File: src/rtl/boot_seq.sv
module boot_seq #(
  parameter int T_RD     = 12,
  parameter int T_L0     = 10,
  parameter int T_HS     = 14,
  parameter int HOLD_CYC = 6,
  parameter int TRIES    = 5
) (
  input  logic       clk,
  input  logic       rst_n,
  input  logic       start,
  input  logic       rst_done,
  input  logic       link_l0,
  input  logic       hshake,
  output logic       gpu_rst_n,
  output logic       cpu_rst_n,
  output logic       busy,
  output logic       done,
  output logic [1:0] err_class,
  output logic [7:0] err_code
);
  localparam int TMAX1 = (T_RD > T_L0) ? T_RD : T_L0;
  localparam int TMAX2 = (T_HS > HOLD_CYC) ? T_HS : HOLD_CYC;
  localparam int TMAX  = (TMAX1 > TMAX2) ? TMAX1 : TMAX2;
  localparam int TW    = $clog2(TMAX + 1);
  localparam int AW    = $clog2(TRIES + 1);
  localparam logic [1:0] CLS_BOOT = 2'b11;

  typedef enum logic [2:0] {S_IDLE, S_RD, S_L0, S_HS, S_HOLD, S_DONE, S_FAIL} st_t;

  st_t            state;
  logic [TW-1:0]  timer, lim;
  logic [AW-1:0]  tries;
  logic [7:0]     stage_code;
  logic           ok, tmo;

  always_comb begin
    lim = TW'(HOLD_CYC - 1);
    stage_code = 8'h00;
    ok = 1'b0;
    case (state)
      S_RD: begin lim = TW'(T_RD - 1); stage_code = 8'h08; ok = rst_done; end
      S_L0: begin lim = TW'(T_L0 - 1); stage_code = 8'h09; ok = link_l0;  end
      S_HS: begin lim = TW'(T_HS - 1); stage_code = 8'h0A; ok = hshake;   end
      default: ;
    endcase
  end

  assign tmo = (timer == lim);

  always_ff @(posedge clk or negedge rst_n) begin
    if (!rst_n) begin
      state     <= S_IDLE;
      timer     <= '0;
      tries     <= '0;
      err_code  <= 8'h00;
      err_class <= 2'b00;
    end else begin
      case (state)
        S_IDLE: if (start) begin
          state    <= S_RD;
          timer    <= '0;
          err_code <= 8'h00;
        end
        S_RD, S_L0, S_HS: begin
          if (ok) begin
            timer <= '0;
            if (state == S_RD)      state <= S_L0;
            else if (state == S_L0) state <= S_HS;
            else begin
              state <= S_DONE;
              tries <= '0;
            end
          end else if (tmo) begin
            timer    <= '0;
            err_code <= stage_code;
            if (tries == AW'(TRIES - 1)) begin
              state     <= S_FAIL;
              err_class <= CLS_BOOT;
            end else begin
              tries <= tries + 1'b1;
              state <= S_HOLD;
            end
          end else begin
            timer <= timer + 1'b1;
          end
        end
        S_HOLD: begin
          if (tmo) begin
            state <= S_RD;
            timer <= '0;
          end else begin
            timer <= timer + 1'b1;
          end
        end
        default: ;
      endcase
    end
  end

  assign gpu_rst_n = (state == S_RD) || (state == S_L0) || (state == S_HS) || (state == S_DONE);
  assign cpu_rst_n = (state == S_HS) || (state == S_DONE);
  assign busy      = (state == S_RD) || (state == S_L0) || (state == S_HS) || (state == S_HOLD);
  assign done      = (state == S_DONE);

  assert_gpu_release_R2: assert property (@(posedge clk) disable iff (!rst_n)
    $rose(gpu_rst_n) |-> ($past(start) || $past(state) == S_HOLD));

  assert_rd_window_R3: assert property (@(posedge clk) disable iff (!rst_n)
    (state == S_RD) |-> (timer < TW'(T_RD)));

  assert_link_after_rd_R4: assert property (@(posedge clk) disable iff (!rst_n)
    ($past(state) == S_RD && state == S_L0) |-> $past(rst_done));

  assert_cpu_release_R5: assert property (@(posedge clk) disable iff (!rst_n)
    $rose(cpu_rst_n) |-> ($past(link_l0) && gpu_rst_n));

  assert_retry_code_R6: assert property (@(posedge clk) disable iff (!rst_n)
    $fell(gpu_rst_n) |-> (err_code == 8'h08 || err_code == 8'h09 || err_code == 8'h0A));

  assert_fail_sticky_R7: assert property (@(posedge clk) disable iff (!rst_n)
    (err_class == CLS_BOOT) |=> (err_class == CLS_BOOT && $stable(err_code) && !gpu_rst_n && !busy));

  assert_done_cause_R8: assert property (@(posedge clk) disable iff (!rst_n)
    $rose(done) |-> ($past(hshake) && $past(cpu_rst_n)));
endmodule

File: config.mk
export PLATFORM = sky130hd
export DESIGN_NAME = boot_seq
export DESIGN_NICKNAME = d
export VERILOG_FILES = /design/src/rtl/boot_seq.sv
export SDC_FILE = /design/constraint.sdc
export NUM_CORES = 1
export LEC_CHECK = 0
export BUFFER_PORTS_ARGS = -buffer_cell sky130_fd_sc_hd__buf_4
export CAP_MARGIN = 40
export CORE_UTILIZATION = 43
export DETAILED_ROUTE_END_ITERATION = 6
export PLACE_DENSITY = 0.69
export SLEW_MARGIN = 40
export SYNTH_ARGS = -nofsm -noshare
export SYNTH_HDL_FRONTEND = slang
export SYNTH_SLANG_ARGS = --single-unit
File: constraint.sdc
create_clock -name clk -period 3.4 [get_ports clk]
set_clock_uncertainty 0.2 [all_clocks]
set_input_delay 0.68 -clock clk [delete_from_list [all_inputs] [get_ports clk]]
set_output_delay 0.68 -clock clk [all_outputs]
set_load 0.02 [all_outputs]
Word level (Yosys, flattened, before mapping):

Index checks and enable logic that the tools add are counted.

* bitwise gates (word level): 1
* eq/ne operators: 15
* muxes and demuxes: 24
* reduce and logical (&&, ||, !) cells: 15
* add/sub/neg operators: 2

Operators with widths (count)
* $pmux 4 s3: 3
* $mux 3: 11
* $mux 8: 3
* $pmux 8 s2: 1
* $ne 2x2->1 const B: 7
* $mux 4: 3
* $reduce_and 4->1: 3
* $eq 3x3->1 const B: 3
* $pmux 3 s3: 1
* $eq 3x2->1 const B: 2
* $logic_or 1x1->1: 5
* $reduce_and 5->1: 1
* $add 4x1->4 const B: 1
* $eq 4x4->1: 1
* $reduce_bool 2->1: 2
* $add 3x1->3 const B: 1
* $eq 3x1->1 const B: 1
* $logic_not 3->1: 1
* $ne 3x3->1 const B: 1
* $pmux 1 s3: 1
* $reduce_bool 3->1: 1
* $reduce_or 3->1: 1
* $mux 2: 1
* $reduce_and 2->1: 1
* $not 1->1: 1

* flip-flop bits (word level): 19
* input port bits: 6
* logic and storage cells: 62
* output and inout bits: 14

Longest topological paths before layout:

Gate-level depths: netlist of the first run.

* word-level depth: 6
* depth in mapped cells: 7

Worst setup path before layout of the first run:

No wires, ideal clock.

* kind: reg2reg
* start: register state[1]
* end: register state[0]
* setup time: 0.121 ns
* data arrival time: 1.728 ns
* buffers on the path: 2
* path slack: 1.351 ns
* stages on the path, launching flop included: 8
* path through: dfrtp_1 buf_6 nor2_1 xnor2_1 and2_1 clkbuf_1 a21oi_1 o22a_1

* longest elaborated chain between the ends: 5
* elaborated cells on any way between the ends: 17

RTL lines
* start: declaration: line 30 `st_t state;`
* start signal: assignment: line 52 `state <= S_IDLE;`
* start signal: assignment: line 60 `state <= S_RD;`
* start signal: assignment: line 67 `if (state == S_RD) state <= S_L0;`
* $eq 3x2->1 / $eq 3x1->1 (equally long branches): line 40, 58, 67
* $pmux 4 s3: line 40 `case (state)`
* $eq 4x4->1: line 48 `assign tmo = (timer == lim);`
* $ne 3x3->1 (no line) / $ne 2x2->1 (equally long branches)
* $reduce_and 4->1 (no line)

Several ways; a longest one is shown, not always the timed one.
A chain may end at the register's enable or synchronous reset.

Worst setup path after layout of the first run:

* start: register state[0]
* end: output port busy

* longest elaborated chain between the ends: 4
* elaborated cells on any way between the ends: 7

RTL lines
* $eq 3x1->1 / $eq 3x2->1 (equally long branches): line 102 `assign busy = (state == S_RD) || (state == S_L0) || (state == S_HS) || (state == S_HOLD);`
* $logic_or 1x1->1 (2 in a row): line 102
* $logic_or 1x1->1 (*): line 102
* end: declaration: line 16 `output logic busy,`

Every way passes the cells marked *; elsewhere a longest branch is shown, timed or not.

==> impl_results.md, run 1 <==
- Status: completed
- Switching Fraction: 48.9%
- Peak Freq: 397 MHz
- Largest family of logic cells by synthesized area: compound AO/OA/AOI/OAI gates
- CP endpoint kind: output port
- Met3 Use GR: 1.74%
- GR Overflow Total: 0
- Maxcap violations: 0
- Area share of fa/ha/maj cells after synthesis: 3.39%
- Power Density: 1100 nW/um^2
- Hold Buf Count CTS: 0
- Post-CTS Setup Inserts: 0
- Final WL: 2320 um
- Yosys cell types: 47
- FILL cells: 240
- Ant. Diodes: 0
- Number of iterations in the first detailed-routing pass: 6
- Via count: 956
- GR met1 Demand/Resource: 27.2%
- Core box area: 2450 um^2
- Worst slew margin: 52.9%
- R2R setup slack: 1.17 ns
- Min-delay worst type: primary input to async pin
- Leakage: 0.000572 uW
- VDD IR max: 0.000809 V
- DRC violations left: 0
- CTS Buf Count: 3
- Period minus WS final: 2.52 ns
- Simple-gate share of the synthesized area: 21.3%
- Sequential fraction of design power: 27.3%
- Synthesized area: 1110 um^2
- Final hold vios: 0
- Reg clk slew, reported paths: 0.09 ns
- Core Util, Final: 49.9%
- Gp weighted congestion: 0.842
- Setup TNS: 0 ns
- Clk pwr share: 9.0%
- Post-Syn Instances: 125
- Die H: 52.8 um
- Dpl hpwl: 1700 um
- Worst Setup Start Kind: register
- Vias in the first global route: 849
- Later-pin clock latency in the skew report: 0.28 ns
- Max H-tree Level: 1
- Internal cell power: 686 uW
- Combinational Power Share: 63.8%
- Pins over their slew limit: 0
- Ys Warns: 0
- Final-stage net count: 145
- Antenna Violating Nets Remaining: 0
- Final hold slack: 0.0341 ns
- Die ar.: 2790 um^2
- Register area share after synthesis: 31.6%
- Critical Path RT: 2.52 ns
- Worst r2r path cells: 4
- First-pass GRT wire length: 3910 um
- Worst Path Arrival: 1.64 ns
- Syn avg cell area: 8.87 um^2
- First DRT Iteration DRCs: 27
- DR vias/cell: 5.79
- R2r startpoint: state[1]
- EDFF count, synth: 0
- Fin crit share: 74.1%
- Ys flop type: dfrtp_1
- Max Buffers Root-to-Sink: 2
- #FFs+latches synth: 14
- Post-synthesis compound-gate area fraction: 27.2%
- CTS tree: done
- Mux cell area share after synthesis: 3.72%
- Post-synthesis async set-or-reset flop share: 100%
- WS Path Type: register to output port
- RSZ-0062 raised after global routing: false
- Worst r2r dst: tries[0]
- Final setup viols: 0
- CP max FO: 19
- Core Rows: 18
- Post-synthesis xor/xnor area fraction: 3.05%
- Post-DR wirelength/cell: 14.0 um
- Pin count of the biggest net entering global routing: 21
- All-Layer GR Usage: 18.9%
- Starting Density: 45.2%
- Area Growth Syn to Fin: 10.5%
- Initial antenna violation count: 0
- CP Launch Point: state[0]
- Layout cell share with drive strength beyond 1: 19.3%
- Grt met2 use: 29.7%
- Buffers on Ports: 14
- Busiest grt layer: met2
- # IOs: 20
- Sink Count: 14
- Switching pwr: 657 uW
- Die width: 52.8 um
- CP Capture Point: busy
- Clock Tree Root: clkbuf_4
- Post-CTS Resized: 0
- Worst Max-Slew Pin Slew: 0.703 ns
==> cells in the final DEF (no fill, tap or decap), drive strengths merged, types with 2 or more instances in the layout <==
master and count:
a21bo 2, nand2b 3, buf 14, nor2b 2
nand3 3, clkbuf 4, dfrtp 14, o21ai 3
o211a 2, a211oi 4, inv 7, and2 2
nand4 2, and4b 2, nor3b 2, xnor2 2
a211o 3, a31oi 2, ha 3, mux2i 3
nand2 12, a21oi 8, nor2 9, a22o 2
nor3 4, conb 5
==> through the flow <==
stage / std cells / setup WS, ns / power, uW / instance area [um^2]
after floorplan: 129 / 1.35 / 1040 / 1120
after global placement: 161 / 1.21 / 1200 / 1190
after detailed placement: 161 / 1.15 / 1220 / 1190
after CTS: 165 / 0.882 / 1350 / 1220
after global routing: 165 / 0.728 / 1470 / 1220
final: 165 / 0.882 / 1340 / 1220
==> critical path: stages (launching register included) <==
cell and delay, ns:
dfrtp_1 0.58, nor2_1 0.39, xnor2_1 0.21, buf_4 0.19
==> metal layers <==
layer  routed length (um)  vias to the layer above  share of wire (%)
li1                     -                      460                  -
met1                 1090                      472                 47
met2                 1140                       22                 49
met3                   75                        2                3.2
met4                   11                        0               0.48
met5                    0                        -                  0
==> power by group through the flow <==
| stage | combinational (uW) | clock, uW | sequential (uW) |
|---|---|---|---|
| finish | 856 | 120 | 366 |
| global route | 954 | 130 | 386 |
| CTS | 860 | 123 | 365 |
| detailed placement | 857 | 0 | 368 |
| global placement | 842 | 0 | 362 |
| floorplan | 728 | 0 | 307 |
==> flip-flops by register name (all words and copies together) (netlist names) <==
| name | flops |
|---|---|
| state | 3 |
| timer | 4 |
| err_code | 3 |
| tries | 3 |
| err_class | 1 |
==> cell type report <==
type / instances / area [um^2] / share of cell area [%]
Clock buffer: 4 / 36.3 / 2.96
Inverter: 7 / 26.3 / 2.15
Multi-Input combinational cell: 96 / 669 / 54.6
Sequential cell: 14 / 350 / 28.6
Tap cell: 30 / 37.5 / 3.06
Timing Repair Buffer: 14 / 105 / 8.58
==> cells in the mapped netlist (2+ instances only) <==
library cell  instances  area (um^2)
dfrtp_1              14          350
nand2_1              12         45.0
nor2_1                9         33.8
a21oi_1               8         40.0
inv_1                 7         26.3
buf_4                 6         45.0
nor3_1                4         20.0
a211o_1               3         26.3
clkbuf_1              3         11.3
ha_1                  3         37.5
mux2i_1               3         30.0
nand2b_1              3         18.8
nand3_1               3         15.0
a211oi_1              2         15.0
a211oi_2              2         25.0
a22o_1                2         17.5
a31oi_1               2         12.5
and2_1                2         12.5
and4b_1               2         20.0
buf_2                 2         10.0
nand4_1               2         12.5
nor2b_1               2         12.5
nor3b_1               2         15.0
o211a_1               2         20.0
o21ai_0               2         10.0
xnor2_1               2         17.5
==> how the worst min path moves through the flow <==
| stage | endpoint | slack, ns | start | cells after the start |
|---|---|---|---|---|
| after CTS | state[2] | 0.04 | rst_n | 1 |
| final | state[2] | 0.03 | rst_n | 1 |
| after global routing | state[2] | 0.04 | rst_n | 1 |
| after floorplan | err_class[0] | 0.18 | rst_n | 0 |
| after detailed placement | err_code[3] | 0.26 | err_code[3] | 2 |
| after global placement | err_code[3] | 0.27 | err_code[3] | 2 |
==> kinds of logic (layout without fill, tap and decap cells) <==
group	after synthesis	count (layout)
DFF	14	14
muxes	4	4
adders and majority gates	3	3
buffers and inverters	19	25
xor gates and xnor gates	3	3
AOI/OAI and AO/OA	36	36
other	1	5
and+or+nand+nor	45	45
Note: power is estimated with default switching activity, not from simulation.
==> run 2: changes to the inputs <==
Settings changed: PLACE_DENSITY 0.69 to 0.72.
Clock period 3.4 ns to 2.1 ns, I/O delays scaled along.
==> impl_results.md, run 2 (synthesis results as in run 1) <==
- Status: completed
- Period minus WS final: 2.08 ns
- DR top layer: met4
- CP max-delay cell: dfrtp_2
- Fin crit share: 98.8%
- First DRT Iteration DRCs: 23 (-15%)
- Final WL: 2410 um (+4.0%)
- CP cell instances: nor2_1 > buf_4 > a21oi_1 > buf_4
- Number of iterations in the first detailed-routing pass: 4 (-2)
- WP depth: 4 (+1)
- Maxcap violations: 0 (unchanged)
- FILL cells: 238 (-0.83%)
- Sequential fraction of design power: 24.3% (-3.0 points)
- Area Growth Syn to Fin: 17.3%
- Most frequent cells in the layout: 21 x buf_4, 12 x nand2_1, 11 x dfrtp_1, 9 x nor2_1, 8 x a21oi_1
- WP buf/inv: 2 (+1)
- CTS tree: done
- CP max FO: 13 (-6)
- Clock Tree Root: clkbuf_4
- Via count: 989 (+3.5%)
- Worst Setup Start Kind: register
- Gp weighted congestion: 0.871 (+3.5%)
- WL met1: 1140 um (+4.9%)
- Buffers on Ports: 14 (unchanged)
- Die width: 52.8 um (unchanged)
- Layout cell share with drive strength beyond 1: 26.6% (+7.3 points)
- Later-pin clock latency in the skew report: 0.29 ns (about the same)
- CP Capture Point: gpu_rst_n
- Final instance area: 1300 um^2 (+6.1%)
- GR Overflow Total: 0 (unchanged)
- Final setup viols: 0 (unchanged)
- Met3 WL: 131 um (+75%)
- Max reg flops: 4 (unchanged)
- R2R setup slack: 0.13 ns (-1.04 ns)
- Peak Freq: 482 MHz
- Pin count of the biggest net entering global routing: 15 (-29%)
- Reg clk slew, reported paths: 0.09 ns (about the same)
- DRC violations left: 0 (unchanged)
- Min-delay worst type: register to register
- Footprint of the multi-input gates: 678 um^2 (+1.3%)
- Critical Path RT: 1.48 ns (-1.04 ns)
- Most common cell after layout, fill and taps aside: buf_4
- Worst r2r path cells: 5 (+1)
- CP Launch Point: state[1]
- Clk pwr share: 8.7% (-0.3 points)
- Switching pwr: 1100 uW (+68%)
- Final hold vios: 0 (unchanged)
- CP max stage delay: 0.52 ns (-0.06 ns)
- WS Path Type: register to output port
- Max Buffers Root-to-Sink: 2 (unchanged)
- Final hold slack: 0.290 ns (+0.256 ns)
- Power Density: 1790 nW/um^2 (+64%)
- Leakage: 0.000613 uW (+7.2%)
- Most used cell, CP: buf_4
- Internal cell power: 1230 uW (+79%)
- Pins over their slew limit: 0 (unchanged)
- Register area: 354 um^2 (+1.1%)
- First-pass GRT wire length: 3830 um (-1.9%)
- # IOs: 20 (unchanged)
- Final-stage net count: 153 (+5.5%)
- Core box area: 2450 um^2 (unchanged)
- R2r startpoint: state[2]
- CP endpoint kind: output port
- Area after DPL: 1240 um^2 (+4.4%)
- CP delay by family, top: flip-flops
- Biggest register: timer
- Worst r2r dst: tries[0]
- Vias in the first global route: 860 (+1.3%)
- Combinational Power Share: 67.1% (+3.3 points)
- Starting Density: 45.2% (unchanged)
- Die ar.: 2790 um^2 (unchanged)
- Switching Fraction: 47.4% (-1.5 points)
- Core Rows: 18 (unchanged)
- All-Layer GR Usage: 19.0% (+0.023 points)
- Dpl hpwl: 1800 um (+6.0%)
- Ant. Diodes: 0 (unchanged)
- Sink Count: 14 (unchanged)
- Initial antenna violation count: 0 (unchanged)
- Die H: 52.8 um (unchanged)
- Post-DR wirelength/cell: 13.9 um (-0.79%)
- Met2 wire length: 1110 um (-2.5%)
- VDD IR max: 0.00125 V (+55%)
- Max H-tree Level: 1 (unchanged)
- Worst Path Arrival: 1.46 ns (-0.18 ns)
- Antenna Violating Nets Remaining: 0 (unchanged)
- DR vias/cell: 5.72 (-1.3%)
- CTS Buf Count: 3 (unchanged)
- Core Util, Final: 53.0% (+3.1 points)
==> run 2: cell count changes in the layout (fill, tap and decap cells not counted), sizes merged <==
cell,before,now
buf,14,21
dlygate4sd3,0,1
==> run 2: area by class of cell <==
cell class | instances | area share, %
multi-input cells | 96 | 52.2
flip-flops and latches | 14 | 27.2
repair buffers | 22 | 12.9
well taps | 30 | 2.89
clock buffers | 4 | 2.79
inverters | 7 | 2.02
==> run 2: tightest hold or removal path, delay by kind of cell (launching register included) <==
family           cells  cell delay (ns)
DFF                  1             0.36
and+or+nand+nor      2             0.11
==> run 2: metrics by stage <==
stage	std cells	worst slack [ns]	total power, uW	TNS (ns)
3_3_place_gp	168	0.0658	2060	0
5_1_grt	173	-0.0140	2520	-0.0140
2_1_floorplan	129	0.0509	1680	0
6_report	173	0.0243	2330	0
4_1_cts	173	0.0219	2300	0
3_5_place_dp	168	-0.0650	2100	-0.0828
==> run 2: power groups by stage <==
stage / Sequential, uW / Clock [uW] / Combinational, uW
2_1_floorplan: 498 / 0 / 1180
3_3_place_gp: 550 / 0 / 1510
3_5_place_dp: 558 / 0 / 1540
4_1_cts: 556 / 202 / 1550
5_1_grt: 587 / 214 / 1720
6_report: 565 / 202 / 1560
==> run 2: worst min path at each step <==
stage | start | end | slack (ns) | cells after the start
2_1_floorplan | rst_n | err_class[0] | -0.08 | 0
3_3_place_gp | rst_n | tries[2] | 0.08 | 1
3_5_place_dp | rst_n | tries[2] | 0.08 | 1
4_1_cts | err_code[3] | err_code[3] | 0.29 | 2
5_1_grt | err_code[3] | err_code[3] | 0.30 | 2
6_report | err_code[3] | err_code[3] | 0.29 | 2
==> run 2: per-layer routing <==
metal / up-vias / track usage [%]
met2: 34 / 29.5
li1: 479 / -
met1: 472 / 26.8
met3: 4 / 2.32
met5: - / 0
met4: 0 / 6.58
==> run 2: repair_timing <==
item | 4_1_cts | 5_1_grt
hold endpoints to repair | 14 | 0
hold buffers | 1 | 0
gates resized for setup | 1 | 4
endpoints found under the setup margin | 5 | 8
pin swaps | 0 | 0
buffers inserted | 0 | 0
==> run 3: changes to the inputs <==
Settings changed: ABC_AREA from default to 1, CORE_ASPECT_RATIO from default to 1.4, PLACE_DENSITY 0.72 to 0.73.
==> impl_results.md, run 3 <==
- Via count: 821 (-17%)
- Worst Path Arrival: 1.41 ns (-0.05 ns)
- Starting Density: 46.8% (+1.7 points)
- Worst Setup Start Kind: register
- Synthesized area: 946 um^2 (-15%)
- Post-Place Cells: 162 (-3.6%)
- Critical Path RT: 1.48 ns (about the same)
- Area after DPL: 1050 um^2 (-16%)
- Synth top area cells: dfrtp_1 37%, nand2_1 16%, nand3_1 6.3%
- Die ar.: 2390 um^2 (-14%)
- Later-pin clock latency in the skew report: 0.29 ns (about the same)
- Cell taking the most area after synthesis: dfrtp_1
- CP cell instances: inv_1 > nand2_2 > nand2_2 > inv_2 > nor2_4 > inv_1 > buf_4
- Core box area: 2020 um^2 (-18%)
- Core Rows: 19 (+1)
- Final instance area: 1100 um^2 (-15%)
- Period minus WS final: 2.03 ns (-0.0471 ns)
- #FFs+latches synth: 14 (unchanged)
- Syn avg cell area: 7.33 um^2 (-17%)
- Buffers on Ports: 14 (unchanged)
- Leakage: 0.000609 uW (-0.74%)
- Layout cell share with drive strength beyond 1: 27.6% (+1.0 points)
- Final non-filler cell total: 166 (-4.0%)
- DR vias/cell: 4.95 (-13%)
- Most frequent cells in the layout: 40 x nand2_1, 14 x dfrtp_1, 14 x buf_4, 13 x inv_1, 12 x nand3_1
- Ys Warns: 0 (unchanged)
- Sink Count: 14 (unchanged)
- Register area share after synthesis: 37.0% (+5.4 points)
- Biggest register: timer
- Final hold vios: 0 (unchanged)
- Maxcap violations: 0 (unchanged)
- Area share of the largest cell type after synthesis: 37.0% (+5.4 points)
- EDFF count, synth: 0 (unchanged)
- Final setup viols: 0 (unchanged)
- Core Util, Final: 54.4% (+1.5 points)
- Synth cell count leaders: 41 x nand2_1, 14 x dfrtp_1, 14 x inv_1
- Internal cell power: 898 uW (-27%)
- Most frequent cell after synthesis: nand2_1
- Switching Fraction: 51.6% (+4.3 points)
- CTS tree: done
- Min-delay worst type: register to register
- Final-stage net count: 156 (+2.0%)
- Max Buffers Root-to-Sink: 2 (unchanged)
- Sequential fraction of design power: 26.8% (+2.5 points)
- Post-synthesis async set-or-reset flop share: 100% (unchanged)
- Post-Syn Instances: 129 (+3.2%)
- WP buf/inv: 4 (+2)
- Max H-tree Level: 1 (unchanged)
- Clock Tree Root: clkbuf_4
- GR Overflow Total: 0 (unchanged)
- Yosys cell types: 25 (-47%)
- CP endpoint kind: output port
- Initial antenna violation count: 0 (unchanged)
- # IOs: 20 (unchanged)
- CP max stage delay: 0.41 ns (-0.11 ns)
- Number of iterations in the first detailed-routing pass: 4 (unchanged)
- CTS Buf Count: 3 (unchanged)
- Clk pwr share: 8.3% (-0.4 points)
- Ys flop type: dfrtp_1
- Die width: 41.6 um (-21%)
- VDD IR max: 0.000829 V (-34%)
- Max reg flops: 4 (unchanged)
- Die H: 57.5 um (+8.9%)
- Post-DR wirelength/cell: 11.0 um (-21%)
- CP max FO: 4 (-9)
- Combinational Power Share: 64.8% (-2.3 points)
- Power Density: 1690 nW/um^2 (-5.9%)
- Gp weighted congestion: 0.930 (+6.7%)
- Ant. Diodes: 0 (unchanged)
- Reg clk slew, reported paths: 0.08 ns (about the same)
- WS Path Type: register to output port
- Pins over their slew limit: 0 (unchanged)
- Fin crit share: 96.6% (-2.2 points)
- Setup TNS: 0 ns (unchanged)
- CP delay by family, top: flip-flops
- First-pass GRT wire length: 3250 um (-15%)
- Most common cell after layout, fill and taps aside: nand2_1
- Peak Freq: 493 MHz (+2.3%)
- Switching pwr: 958 uW (-13%)
- Vias in the first global route: 797 (-7.3%)
- First DRT Iteration DRCs: 12 (-48%)
- RSZ-0062 raised after global routing: false
- Pin count of the biggest net entering global routing: 15 (unchanged)
- DRC violations left: 0 (unchanged)
- Final WL: 1830 um (-24%)
- Antenna Violating Nets Remaining: 0 (unchanged)
- All-Layer GR Usage: 17.6% (-1.3 points)
- Dpl hpwl: 1410 um (-21%)
- Area Growth Syn to Fin: 16.3%
- CP max-delay cell: dfrtp_1
- Final hold slack: 0.281 ns (-0.00959 ns)
- Status: completed
==> run 3: per-layer routing <==
layer / wire length, um / GRT usage (%)
met4: 46 / 9.68
met5: 0 / 0
met2: 911 / 29.5
met1: 804 / 21.6
met3: 67 / 2.53
==> run 3: repair_timing <==
item	in CTS	in global routing
endpoints found under the hold margin	14	0
hold buffers	1	0
setup endpoints to repair	1	2
setup buffers	0	0
cloned	0	0
resized for setup	1	6
==> run 3: worst reg2reg max path, stage by stage, from the launching register on <==
cell and delay [ns]:
dfrtp_1 0.41, inv_1 0.12, nand2_1 0.13, nor2_2 0.16, nand2_1 0.08, a21oi_2 0.18
nand3_2 0.13, nand2_2 0.13, nand2_2 0.07, nand2_1 0.06, nand2_1 0.05
==> run 3: cell families (layout without fill, tap and decap cells) <==
family / Yosys count / after routing / synth area share [%]
AO/OA/AOI/OAI: 10 / 10 / 6.88
adder cells (fa/ha/maj): 3 / 3 / 3.97
other: 1 / 5 / 0.396
XOR/XNOR: 3 / 3 / 2.78
flip-flops: 14 / 14 / 37.0
AND/OR/NAND/NOR: 75 / 75 / 37.4
buffers and inverters: 23 / 35 / 11.5
==> run 3: final timing paths <==
path / startpoint / endpoint / slack (ns) / depth (start not counted)
worst max-delay path: state[1] / busy / 0.07 / 7
worst min-delay path: err_code[1] / err_code[1] / 0.28 / 2
worst max register to register: state[1] / tries[2] / 0.25 / 10
worst min register to register: err_code[1] / err_code[1] / 0.28 / 2
max in group asynchronous: rst_n / err_class[0] / 1.22 / 2
min in group asynchronous: rst_n / timer[2] / 0.31 / 2
==> run 3: layout make-up <==
cell class              instances  area [um^2]
multi-input cells              96          519
repair buffers                 15          115
inverters                      17         66.3
clock buffers                   3         22.5
flip-flops and latches         14          350
fillers                       201          921
well taps                      21         26.3
==> run 3: per-stage QoR <==
| stage | power, uW | setup slack [ns] |
|---|---|---|
| detailed placement | 1650 | 0.266 |
| finish | 1860 | 0.0714 |
| global placement | 1630 | 0.291 |
| CTS | 1830 | 0.00600 |
| global route | 2040 | 0.00873 |
| floorplan | 1370 | 0.407 |
==> run 3: power by group through the flow <==
| stage | Combinational (uW) | Sequential (uW) | Clock [uW] |
|---|---|---|---|
| 2_1_floorplan | 853 | 512 | 0 |
| 3_3_place_gp | 1140 | 494 | 0 |
| 3_5_place_dp | 1150 | 499 | 0 |
| 4_1_cts | 1170 | 493 | 160 |
| 5_1_grt | 1360 | 517 | 164 |
| 6_report | 1200 | 498 | 155 |
